$ cat config.mk
export PLATFORM = sky130hd
export DESIGN_NAME = adc_seq_top
export DESIGN_NICKNAME = d
export VERILOG_FILES = /design/src/rtl/adc_seq_pkg.sv /design/src/rtl/adc_seq_wdog.sv /design/src/rtl/adc_seq_fsm.sv /design/src/rtl/adc_seq_pack.sv /design/src/rtl/adc_seq_top.sv
export SDC_FILE = /design/constraint.sdc
export NUM_CORES = 1
export LEC_CHECK = 0
export ABC_AREA = 0
export BUFFER_PORTS_ARGS = -buffer_cell sky130_fd_sc_hd__buf_2
export CAP_MARGIN = 20
export CORE_AREA = 2 2 138 140
export DETAILED_ROUTE_END_ITERATION = 10
export DIE_AREA = 0 0 140 142
export PLACE_DENSITY = 0.61
export SLEW_MARGIN = 40
export SYNTH_ARGS = -nofsm -noshare
export SYNTH_HDL_FRONTEND = slang
export SYNTH_HIERARCHICAL = 1
export SYNTH_SLANG_ARGS = --single-unit
$ cat constraint.sdc
create_clock -name clk -period 2.25 [get_ports clk]
set_input_delay 0.45 -clock clk [delete_from_list [all_inputs] [get_ports clk]]
set_output_delay 0.45 -clock clk [all_outputs]
set_load 0.02 [all_outputs]
$ cat src/rtl/adc_seq_pkg.sv
package adc_seq_pkg;

    // Step codes of the conversion sequence, in the order they run.
    typedef enum logic [2:0] {
        SEQ_IDLE       = 3'd0,
        SEQ_ADDR       = 3'd1,
        SEQ_KICK       = 3'd2,
        SEQ_WAIT_BEGIN = 3'd3,
        SEQ_WAIT_DONE  = 3'd4,
        SEQ_READ       = 3'd5,
        SEQ_CAPTURE    = 3'd6
    } seq_state_e;

    // Pin-level controls decoded from the current step.
    typedef struct packed {
        logic addr_en;
        logic kick;
        logic read_en;
        logic capture;
    } pin_ctrl_t;

    function automatic pin_ctrl_t ctrl_of(input seq_state_e s);
        pin_ctrl_t c;
        c = '0;
        case (s)
            SEQ_ADDR:    c.addr_en = 1'b1;
            SEQ_KICK:    c.kick    = 1'b1;
            SEQ_READ:    c.read_en = 1'b1;
            SEQ_CAPTURE: begin
                c.read_en = 1'b1;
                c.capture = 1'b1;
            end
            default: c = '0;
        endcase
        return c;
    endfunction

    function automatic logic in_wait(input seq_state_e s);
        return (s == SEQ_WAIT_BEGIN) || (s == SEQ_WAIT_DONE);
    endfunction

endpackage

$ cat src/rtl/adc_seq_wdog.sv
module adc_seq_wdog #(
    parameter int LIMIT = 40000
) (
    input  logic clk,
    input  logic rst,
    input  logic arm,
    input  logic restart,
    output logic expired
);
    localparam int CNT_W = (LIMIT > 1) ? $clog2(LIMIT) : 1;
    localparam logic [CNT_W-1:0] LAST = CNT_W'(LIMIT - 1);

    logic [CNT_W-1:0] cnt_q;

    // Counts cycles spent in one wait step; cleared on any step change.
    always_ff @(posedge clk) begin
        if (rst || !arm || restart) begin
            cnt_q <= '0;
        end else if (cnt_q != LAST) begin
            cnt_q <= cnt_q + 1'b1;
        end
    end

    assign expired = arm && (cnt_q == LAST);

endmodule

$ cat src/rtl/adc_seq_fsm.sv
module adc_seq_fsm
    import adc_seq_pkg::*;
#(
    parameter int CH_W = 3
) (
    input  logic            clk,
    input  logic            rst,
    input  logic            eoc,
    input  logic            expired,
    input  logic [CH_W-1:0] chan_sel,
    output seq_state_e      state,
    output logic [CH_W-1:0] addr,
    output logic            moving
);
    seq_state_e state_q, state_nxt;
    logic [CH_W-1:0] addr_q;

    always_comb begin
        state_nxt = state_q;
        case (state_q)
            SEQ_IDLE:       state_nxt = SEQ_ADDR;
            SEQ_ADDR:       state_nxt = SEQ_KICK;
            SEQ_KICK:       state_nxt = SEQ_WAIT_BEGIN;
            SEQ_WAIT_BEGIN: begin
                if (!eoc)         state_nxt = SEQ_WAIT_DONE;
                else if (expired) state_nxt = SEQ_IDLE;
            end
            SEQ_WAIT_DONE: begin
                if (eoc)          state_nxt = SEQ_READ;
                else if (expired) state_nxt = SEQ_IDLE;
            end
            SEQ_READ:       state_nxt = SEQ_CAPTURE;
            SEQ_CAPTURE:    state_nxt = SEQ_IDLE;
            default:        state_nxt = SEQ_IDLE;
        endcase
    end

    always_ff @(posedge clk) begin
        if (rst) begin
            state_q <= SEQ_IDLE;
        end else begin
            state_q <= state_nxt;
        end
    end

    // Channel is taken once per sample, in the idle step, then frozen.
    always_ff @(posedge clk) begin
        if (rst) begin
            addr_q <= '0;
        end else if (state_q == SEQ_IDLE) begin
            addr_q <= chan_sel;
        end
    end

    assign state  = state_q;
    assign addr   = addr_q;
    assign moving = (state_nxt != state_q);

endmodule

$ cat src/rtl/adc_seq_pack.sv
module adc_seq_pack #(
    parameter int SMP_W = 8,
    parameter int BLK_W = 64
) (
    input  logic             clk,
    input  logic             rst,
    input  logic             capture,
    input  logic [SMP_W-1:0] smp,
    output logic [BLK_W-1:0] blk,
    output logic             blk_vld
);
    localparam int N_SMP = BLK_W / SMP_W;
    localparam int IDX_W = (N_SMP > 1) ? $clog2(N_SMP) : 1;
    localparam logic [IDX_W-1:0] LAST_IDX = IDX_W'(N_SMP - 1);

    logic [IDX_W-1:0] idx_q;
    logic [BLK_W-1:0] word_nxt;
    logic [BLK_W-1:0] blk_q;
    logic             vld_q;

    // One holding lane per earlier sample; lane 0 feeds the top byte.
    for (genvar g = 0; g < N_SMP - 1; g++) begin : g_lane
        logic [SMP_W-1:0] held_q;
        always_ff @(posedge clk) begin
            if (rst) begin
                held_q <= '0;
            end else if (capture && (idx_q == IDX_W'(g))) begin
                held_q <= smp;
            end
        end
        assign word_nxt[BLK_W-1-g*SMP_W -: SMP_W] = held_q;
    end

    // The final sample goes straight into the bottom byte.
    assign word_nxt[SMP_W-1:0] = smp;

    always_ff @(posedge clk) begin
        if (rst) begin
            idx_q <= '0;
            blk_q <= '0;
            vld_q <= 1'b0;
        end else begin
            vld_q <= 1'b0;
            if (capture) begin
                if (idx_q == LAST_IDX) begin
                    idx_q <= '0;
                    blk_q <= word_nxt;
                    vld_q <= 1'b1;
                end else begin
                    idx_q <= idx_q + 1'b1;
                end
            end
        end
    end

    assign blk     = blk_q;
    assign blk_vld = vld_q;

endmodule

$ cat src/rtl/adc_seq_top.sv
module adc_seq_top
    import adc_seq_pkg::*;
#(
    parameter int N_CH       = 8,
    parameter int SMP_W      = 8,
    parameter int BLK_W      = 64,
    parameter int WAIT_LIMIT = 40000
) (
    input  logic                     clk,
    input  logic                     rst,
    input  logic [$clog2(N_CH)-1:0]  chan_sel,
    output logic [$clog2(N_CH)-1:0]  adc_addr,
    output logic                     adc_ale,
    output logic                     adc_start,
    input  logic                     adc_eoc,
    output logic                     adc_oe,
    input  logic [SMP_W-1:0]         adc_data,
    output logic [BLK_W-1:0]         blk_data,
    output logic                     blk_valid
);
    localparam int CH_W = $clog2(N_CH);

    seq_state_e seq_state;
    pin_ctrl_t  ctrl;
    logic       tmo_expired;
    logic       seq_moving;

    adc_seq_fsm #(
        .CH_W (CH_W)
    ) u_fsm (
        .clk      (clk),
        .rst      (rst),
        .eoc      (adc_eoc),
        .expired  (tmo_expired),
        .chan_sel (chan_sel),
        .state    (seq_state),
        .addr     (adc_addr),
        .moving   (seq_moving)
    );

    adc_seq_wdog #(
        .LIMIT (WAIT_LIMIT)
    ) u_wdog (
        .clk     (clk),
        .rst     (rst),
        .arm     (in_wait(seq_state)),
        .restart (seq_moving),
        .expired (tmo_expired)
    );

    assign ctrl      = ctrl_of(seq_state);
    assign adc_ale   = ctrl.addr_en;
    assign adc_start = ctrl.kick;
    assign adc_oe    = ctrl.read_en;

    adc_seq_pack #(
        .SMP_W (SMP_W),
        .BLK_W (BLK_W)
    ) u_pack (
        .clk     (clk),
        .rst     (rst),
        .capture (ctrl.capture),
        .smp     (adc_data),
        .blk     (blk_data),
        .blk_vld (blk_valid)
    );

endmodule

==> results of run 1 <==
-- cell usage in the layout, fill, tap and decap left out, types with 7 or more instances in the layout --
master,instances
dfxtp_1,146
buf_2,83
a21oi_1,82
nand3_1,78
a21bo_2,72
nand2b_1,63
mux2i_1,52
buf_4,24
nor2_1,20
clkbuf_16,17
xor2_1,9
inv_1,8
ha_1,7
or3_1,7
-- cell type report --
cell class,instances,area (µm²),share of cell area [%]
Clock buffer,21,470,6.17
Clock inverter,9,131,1.72
Inverter,8,30.0,0.394
Multi-Input combinational cell,443,3120,41.0
Sequential cell,146,2920,38.3
Tap cell,234,293,3.84
Timing Repair Buffer,110,656,8.60
-- tightest hold or removal path: stages --
cell     delay [ns]
buf_2          0.08
mux2i_1        0.05
nor2_1         0.07
-- per-stage QoR --
stage	util, %	power, mW	instances	hold WS (ns)
2_1_floorplan	-	2.78	655	0.437
3_3_place_gp	38.1	2.85	941	0.452
6_report	41.3	5.67	971	0.258
5_1_grt	41.3	5.87	971	0.265
4_1_cts	41.3	5.74	971	0.247
3_5_place_dp	38.1	2.85	941	0.457
-- cell usage after synthesis (all sizes together), types with 7 or more instances --
master,instances,area share [%]
dfxtp,146,46
a21oi,83,6.6
nand3,80,6.5
a21bo,72,11
nand2b,63,6.2
mux2i,52,8.2
buf,45,4.0
nor2,21,1.2
clkbuf,13,0.77
xor2,9,1.2
ha,8,1.6
inv,8,0.47
o21ai,7,0.55
or3,7,0.69
-- registers in the layout, summed over array words and instances, names as in the netlist --
signal / cells
u_pack/blk: 64
u_pack/idx_q: 3
u_wdog/cnt_q: 16
u_pack/g_lane.held_q: 56
u_fsm/addr: 3
u_pack/blk_vld: 1
u_fsm/state: 3
-- how the worst max path moves through the flow --
stage                    startpoint               to  slack, ns  cells past startpoint
CTS                  u_fsm/state[1]           adc_oe       0.24                      3
global route         u_fsm/state[1]   u_pack/blk[23]       0.11                      5
detailed placement   u_fsm/state[1]   u_pack/blk[28]       0.29                      5
global placement     u_fsm/state[1]   u_pack/blk[29]       0.29                      5
finish               u_fsm/state[1]           adc_oe       0.25                      3
floorplan           u_wdog/cnt_q[0]  u_wdog/cnt_q[0]       0.37                     11
-- metal layers --
metal	global-route usage (%)	vias up	part of all wire, %
met1	19.9	2180	50
met2	22.1	72	44
met4	4.78	0	0.99
met3	4.74	14	4.8
li1	-	2433	-
met5	0	-	0
-- power by group through the flow --
| stage | combinational, mW | clock, mW | sequential, mW |
|---|---|---|---|
| floorplan | 0.112 | 0 | 2.67 |
| global placement | 0.181 | 0 | 2.67 |
| detailed placement | 0.182 | 0 | 2.67 |
| CTS | 0.182 | 2.95 | 2.61 |
| global route | 0.193 | 3.07 | 2.61 |
| finish | 0.180 | 2.88 | 2.61 |
-- logic make-up (layout without fill, tap and decap cells) --
kind of cell	after synthesis	in the layout
AOI/OAI and AO/OA	168	168
xor gates and xnor gates	9	9
adders and majority gates	8	8
buffers and inverters	66	148
DFF	146	146
muxes	52	52
and+or+nand+nor	206	206
==> impl_metrics.env, run 1 <==
export IMPL_status="finished with violations"
export IMPL_violations="design-rule violations"
export IMPL_syn_instance_count=655
export IMPL_worst_setup_path_type="reg -> out"
export IMPL_synth_compound_area_share_pct=19.2
export IMPL_r2r_cells=5
export IMPL_worstPathArrival_ns=1.55
export IMPL_max_stage_delay_ns=0.56
export IMPL_htreeDepth=4
export IMPL_initial_core_util_pct=34.4
export IMPL_post_route_min_period_ns=2.00
export IMPL_pwr_share_comb_pct=3.2
export IMPL_synth_area_per_cell_um2=9.71
export IMPL_r2r_slack_ns=0.28
export IMPL_slew_headroom_pct=61.9
export IMPL_cp_data_required_time_ns=1.80
export IMPL_yosysWarnings=6
export IMPL_setup_tns_ns=0
export IMPL_synth_top_family_by_area="compound AO/OA/AOI/OAI gates"
export IMPL_synth_area_mm2=0.00636
export IMPL_rsz0062_at_grt="no"
export IMPL_p_int_mw=4.48
export IMPL_fin_skew_ns=0.0149
export IMPL_path_buf_inv=1
export IMPL_grt_pass1_vias=4464
export IMPL_ys_types=39
export IMPL_cp_end_kind="primary output"
export IMPL_tightest_slew_ns=0.571
export IMPL_synth_async_reset_ratio_pct=0
export IMPL_ioPinCount=85
export IMPL_clock_power_share_pct=50.8
export IMPL_power_density_mw_per_mm2=744
export IMPL_cp_top_family="flip-flops"
export IMPL_period_share_pct=88.7
export IMPL_die_area_mm2=0.0199
export IMPL_hold_violations=0
export IMPL_syn_to_final_growth_pct=20.0
export IMPL_power_leakage_nw=3.22
export IMPL_drt_iter0_drc=245
export IMPL_io_buffers=84
export IMPL_synth_edff_count=0
export IMPL_antenna_found_initial=0
export IMPL_synth_xor_area_share_pct=1.24
export IMPL_final_area_mm2=0.00763
export IMPL_synth_mux_area_share_pct=8.19
export IMPL_drc=6
export IMPL_grt_pass1_wl_um=23000
export IMPL_cp_start_kind="flip-flop"
export IMPL_clockBufferDepth=2
export IMPL_totalWireLength_um=14400
export IMPL_fillers=1824
export IMPL_ys_ff_latch=146
export IMPL_crit_reg2reg_capture="u_pack/blk[23]"
export IMPL_critPathMaxFanout=13
export IMPL_cts_made_buffers=17
export IMPL_dieWidth_um=140
export IMPL_vias=4699
export IMPL_hold_path_class="in -> reg"
export IMPL_worst_slack_ns=0.255
export IMPL_ant_nets=0
export IMPL_track_usage_pct=14.6
export IMPL_grt_max_degree=54
export IMPL_fmax_ghz=0.501
export IMPL_preCtsSetupSlack_ns=0.286
export IMPL_drv_slew=0
export IMPL_viasPerCell=4.84
export IMPL_crit_slowest_cell="dfxtp_1"
export IMPL_hp_start="chan_sel[2]"
export IMPL_synth_flop_cell="dfxtp_1"
export IMPL_hpwl_um=9430
export IMPL_max_cap_violations=0
export IMPL_postPlaceCellArea_mm2=0.00702
export IMPL_dr_pass1_iters=8
export IMPL_synth_simple_area_share_pct=18.6
export IMPL_antennaDiodeCount=0
export IMPL_reg2reg_from="u_fsm/state[1]"
export IMPL_overflow=0
export IMPL_place_gp_congestion=0.748
export IMPL_power_frac_seq_pct=46.0
export IMPL_clk_latency_ns=0.43
export IMPL_swShare_pct=21.1
export IMPL_yosysSeqAreaShare_pct=46.0
export IMPL_cts_setup_buffers=0
export IMPL_switching_power_mw=1.20
export IMPL_synth_nets=677
export IMPL_core_mm2=0.0185
export IMPL_clock_root_buffer="clkbuf_16"
export IMPL_crit_path_cell_trace="nand2b_1 -> a21oi_2 -> buf_2"
export IMPL_die_y_um=142
export IMPL_cts_sinks=146
export IMPL_finalSetupViolCount=0
export IMPL_drive_above_1_share_pct=29.9
export IMPL_hold_depth=3
export IMPL_cts_resized=0
export IMPL_cts_hold_buffers=0
export IMPL_min_to="u_fsm/addr[2]"
export IMPL_num_rows=50
export IMPL_clk_pin_slew_ns=0.06
export IMPL_synth_adder_area_share_pct=1.57
export IMPL_nets=748
export IMPL_wl_per_cell_um=14.8
export IMPL_cts_tree="yes"
export IMPL_max_vdd_ir_drop_mv=0.564
No activity file was read; power rests on OpenSTA's default activity.
==> run 2, diff against run 1 <==
ABC_AREA = 1   (was 0)
CORE_AREA = 2 2 134 136   (was 2 2 138 140)
DIE_AREA = 0 0 136 138   (was 0 0 140 142)
SKIP_LAST_GASP = 1   (was unset)
==> impl_metrics.env, run 2 <==
export IMPL_status="complete, no violations"
export IMPL_postPlaceCellArea_mm2=0.00667
export IMPL_crit_path_cell_trace="ha_2 -> nand3_2 -> inv_1 -> nand2_1 -> nor2_1 -> nand4_1 -> nor2_2 -> o21ai_2 -> a21oi_1 -> nand3_2 -> nor3_4 -> buf_4 -> nand2_1 -> nor2_1"
export IMPL_nets=958
export IMPL_final_area_mm2=0.00731
export IMPL_ys_types=31
export IMPL_die_area_mm2=0.0188
export IMPL_dr_pass1_iters=5
export IMPL_ys_ff_latch=146
export IMPL_drv_slew=0
export IMPL_antennaDiodeCount=0
export IMPL_cts_tree="yes"
export IMPL_yosysWarnings=6
export IMPL_finalSetupViolCount=0
export IMPL_synth_flop_cell="dfxtp_1"
export IMPL_power_frac_seq_pct=44.6
export IMPL_fmax_ghz=0.488
export IMPL_switching_power_mw=1.31
export IMPL_worstPathArrival_ns=2.39
export IMPL_wl_per_cell_um=11.6
export IMPL_seq_area_mm2=0.00292
export IMPL_ant_nets=0
export IMPL_ioPinCount=85
export IMPL_cp_end_kind="flip-flop"
export IMPL_htreeDepth=4
export IMPL_path_buf_inv=2
export IMPL_synth_nets=876
export IMPL_power_density_mw_per_mm2=801
export IMPL_synthTopCellsByCount="nor2_1 (275), dfxtp_1 (146), nand2_1 (136), inv_1 (88), o21ai_0 (80)"
export IMPL_final_common_cell="nor2_1"
export IMPL_hold_path_class="in -> reg"
export IMPL_cp_top_family="simple AND/OR/NAND/NOR gates"
export IMPL_fin_skew_ns=0.0188
export IMPL_p_int_mw=4.55
export IMPL_max_vdd_ir_drop_mv=0.688
export IMPL_totalWireLength_um=13600
export IMPL_tightest_slew_ns=0.414
export IMPL_clk_latency_ns=0.42
export IMPL_cp_data_required_time_ns=2.59
export IMPL_antenna_found_initial=0
export IMPL_drt_iter0_drc=353
export IMPL_synth_async_reset_ratio_pct=0
export IMPL_grt_pass1_wl_um=22500
export IMPL_clk_pin_slew_ns=0.06
export IMPL_multi_input_area_mm2=0.00251
export IMPL_period_share_pct=91.1
export IMPL_max_cap_violations=0
export IMPL_track_usage_pct=14.9
export IMPL_timing_hold_ws_ns=0.264
export IMPL_clock_root_buffer="clkbuf_16"
export IMPL_slew_headroom_pct=72.4
export IMPL_cp_start_kind="flip-flop"
export IMPL_yosysMostFrequentCell="nor2_1"
export IMPL_io_buffers=84
export IMPL_swShare_pct=22.3
export IMPL_die_y_um=138
export IMPL_pwr_share_comb_pct=4.2
export IMPL_yosysSeqAreaShare_pct=49.0
export IMPL_synth_area_mm2=0.00596
export IMPL_grt_max_degree=92
export IMPL_synth_edff_count=0
export IMPL_power_leakage_nw=3.40
export IMPL_syn_to_final_growth_pct=22.5
export IMPL_grt_pass1_vias=4724
export IMPL_fillers=1884
export IMPL_dieWidth_um=136
export IMPL_cts_hold_buffers=0
export IMPL_post_route_min_period_ns=2.05
export IMPL_clockBufferDepth=2
export IMPL_synth_area_per_cell_um2=6.98
export IMPL_setup_tns_ns=0
export IMPL_worst_setup_path_type="reg -> reg"
export IMPL_drc=0
export IMPL_final_cell_mix="nor2_1 (274), dfxtp_1 (146), nand2_1 (135)"
export IMPL_drive_above_1_share_pct=17.2
export IMPL_viasPerCell=4.39
export IMPL_yosys_area_top_type="dfxtp_1"
export IMPL_hpwl_um=8910
export IMPL_vias=5169
export IMPL_syn_instance_count=854
export IMPL_largest_reg_flops=64
export IMPL_critPathMaxFanout=5
export IMPL_overflow=0
export IMPL_max_stage_delay_ns=0.35
export IMPL_crit_slowest_cell="dfxtp_1"
export IMPL_cts_made_buffers=17
export IMPL_place_gp_congestion=0.830
export IMPL_cts_sinks=146
export IMPL_hold_violations=0
export IMPL_initial_core_util_pct=34.0
export IMPL_synth_top_area_share_pct=49.0
export IMPL_core_mm2=0.0175
export IMPL_clock_power_share_pct=51.3
export IMPL_yosys_top_cells_area="dfxtp_1 (49%), nor2_1 (17%), nand2_1 (8.6%)"
export IMPL_num_rows=49
==> run 2: cell count changes in the layout (fill, tap and decap cells not counted), sizes merged, moves of 63 or more <==
cell    previous run  this run
nor2              21       282
nand2              6       141
inv                8        97
o21ai              7        85
a21bo             72         0
a21oi             83        14
nand2b            63         0
==> run 2: layout make-up <==
class / instances / area share (%)
flip-flops and latches: 146 / 40.0
inverters: 93 / 4.81
repair buffers: 105 / 8.25
clock buffers: 18 / 5.87
multi-input cells: 573 / 34.4
clock inverters: 14 / 2.76
well taps: 229 / 3.92
==> run 2: path summary, 6_finish.rpt <==
kind | startpoint | end | slack (ns) | cells past startpoint
worst max-delay path | u_wdog/cnt_q[1] | u_wdog/cnt_q[11] | 0.20 | 14
worst min register to register | u_pack/blk[20] | u_pack/blk[20] | 0.47 | 2
worst min-delay path | chan_sel[2] | u_fsm/addr[2] | 0.26 | 3
worst max register to register | u_wdog/cnt_q[1] | u_wdog/cnt_q[11] | 0.20 | 14
==> run 2: logic make-up (layout without fill, tap and decap cells) <==
family / Yosys count / count (layout) / synth area share [%]
DFF: 146 / 146 / 49.0
adders and majority gates: 8 / 8 / 1.68
AOI/OAI and AO/OA: 104 / 104 / 8.98
buffers and inverters: 135 / 230 / 9.02
xor gates and xnor gates: 4 / 4 / 0.587
and+or+nand+nor: 457 / 457 / 30.7
==> run 2: stage by stage <==
step / setup WS (ns) / total power, mW / instances / util [%]
2_1_floorplan: 0.0811 / 2.84 / 854 / -
3_3_place_gp: 0.214 / 2.91 / 1146 / 38.0
3_5_place_dp: 0.137 / 2.91 / 1146 / 38.0
4_1_cts: 0.109 / 5.94 / 1178 / 41.6
5_1_grt: -0.0162 / 6.08 / 1178 / 41.7
6_report: 0.200 / 5.85 / 1178 / 41.7
==> run 2: worst min-delay path, delay by kind of cell <==
family | cells | cell delay (ns)
AND/OR/NAND/NOR | 2 | 0.11
buffers and inverters | 1 | 0.07
==> run 2: timing repair <==
| action | 4_1_cts | 5_1_grt |
|---|---|---|
| setup buffers | 0 | 0 |
| resized for setup | 0 | 3 |
| endpoints found under the setup margin | 0 | 15 |
==> run 2: power by group through the flow <==
stage	Combinational, mW	Clock, mW	Sequential (mW)
final	0.244	3.00	2.61
after global routing	0.274	3.20	2.61
after CTS	0.246	3.09	2.61
after detailed placement	0.245	0	2.67
after global placement	0.247	0	2.67
after floorplan	0.157	0	2.68
==> run 2: routing by layer <==
| layer | GRT usage [%] | vias to the layer above | share of wire [%] |
|---|---|---|---|
| li1 | - | 2772 | - |
| met1 | 18.9 | 2290 | 48 |
| met2 | 24.0 | 96 | 46 |
| met3 | 4.58 | 11 | 4.7 |
| met4 | 4.82 | 0 | 1.3 |
| met5 | 0 | - | 0 |
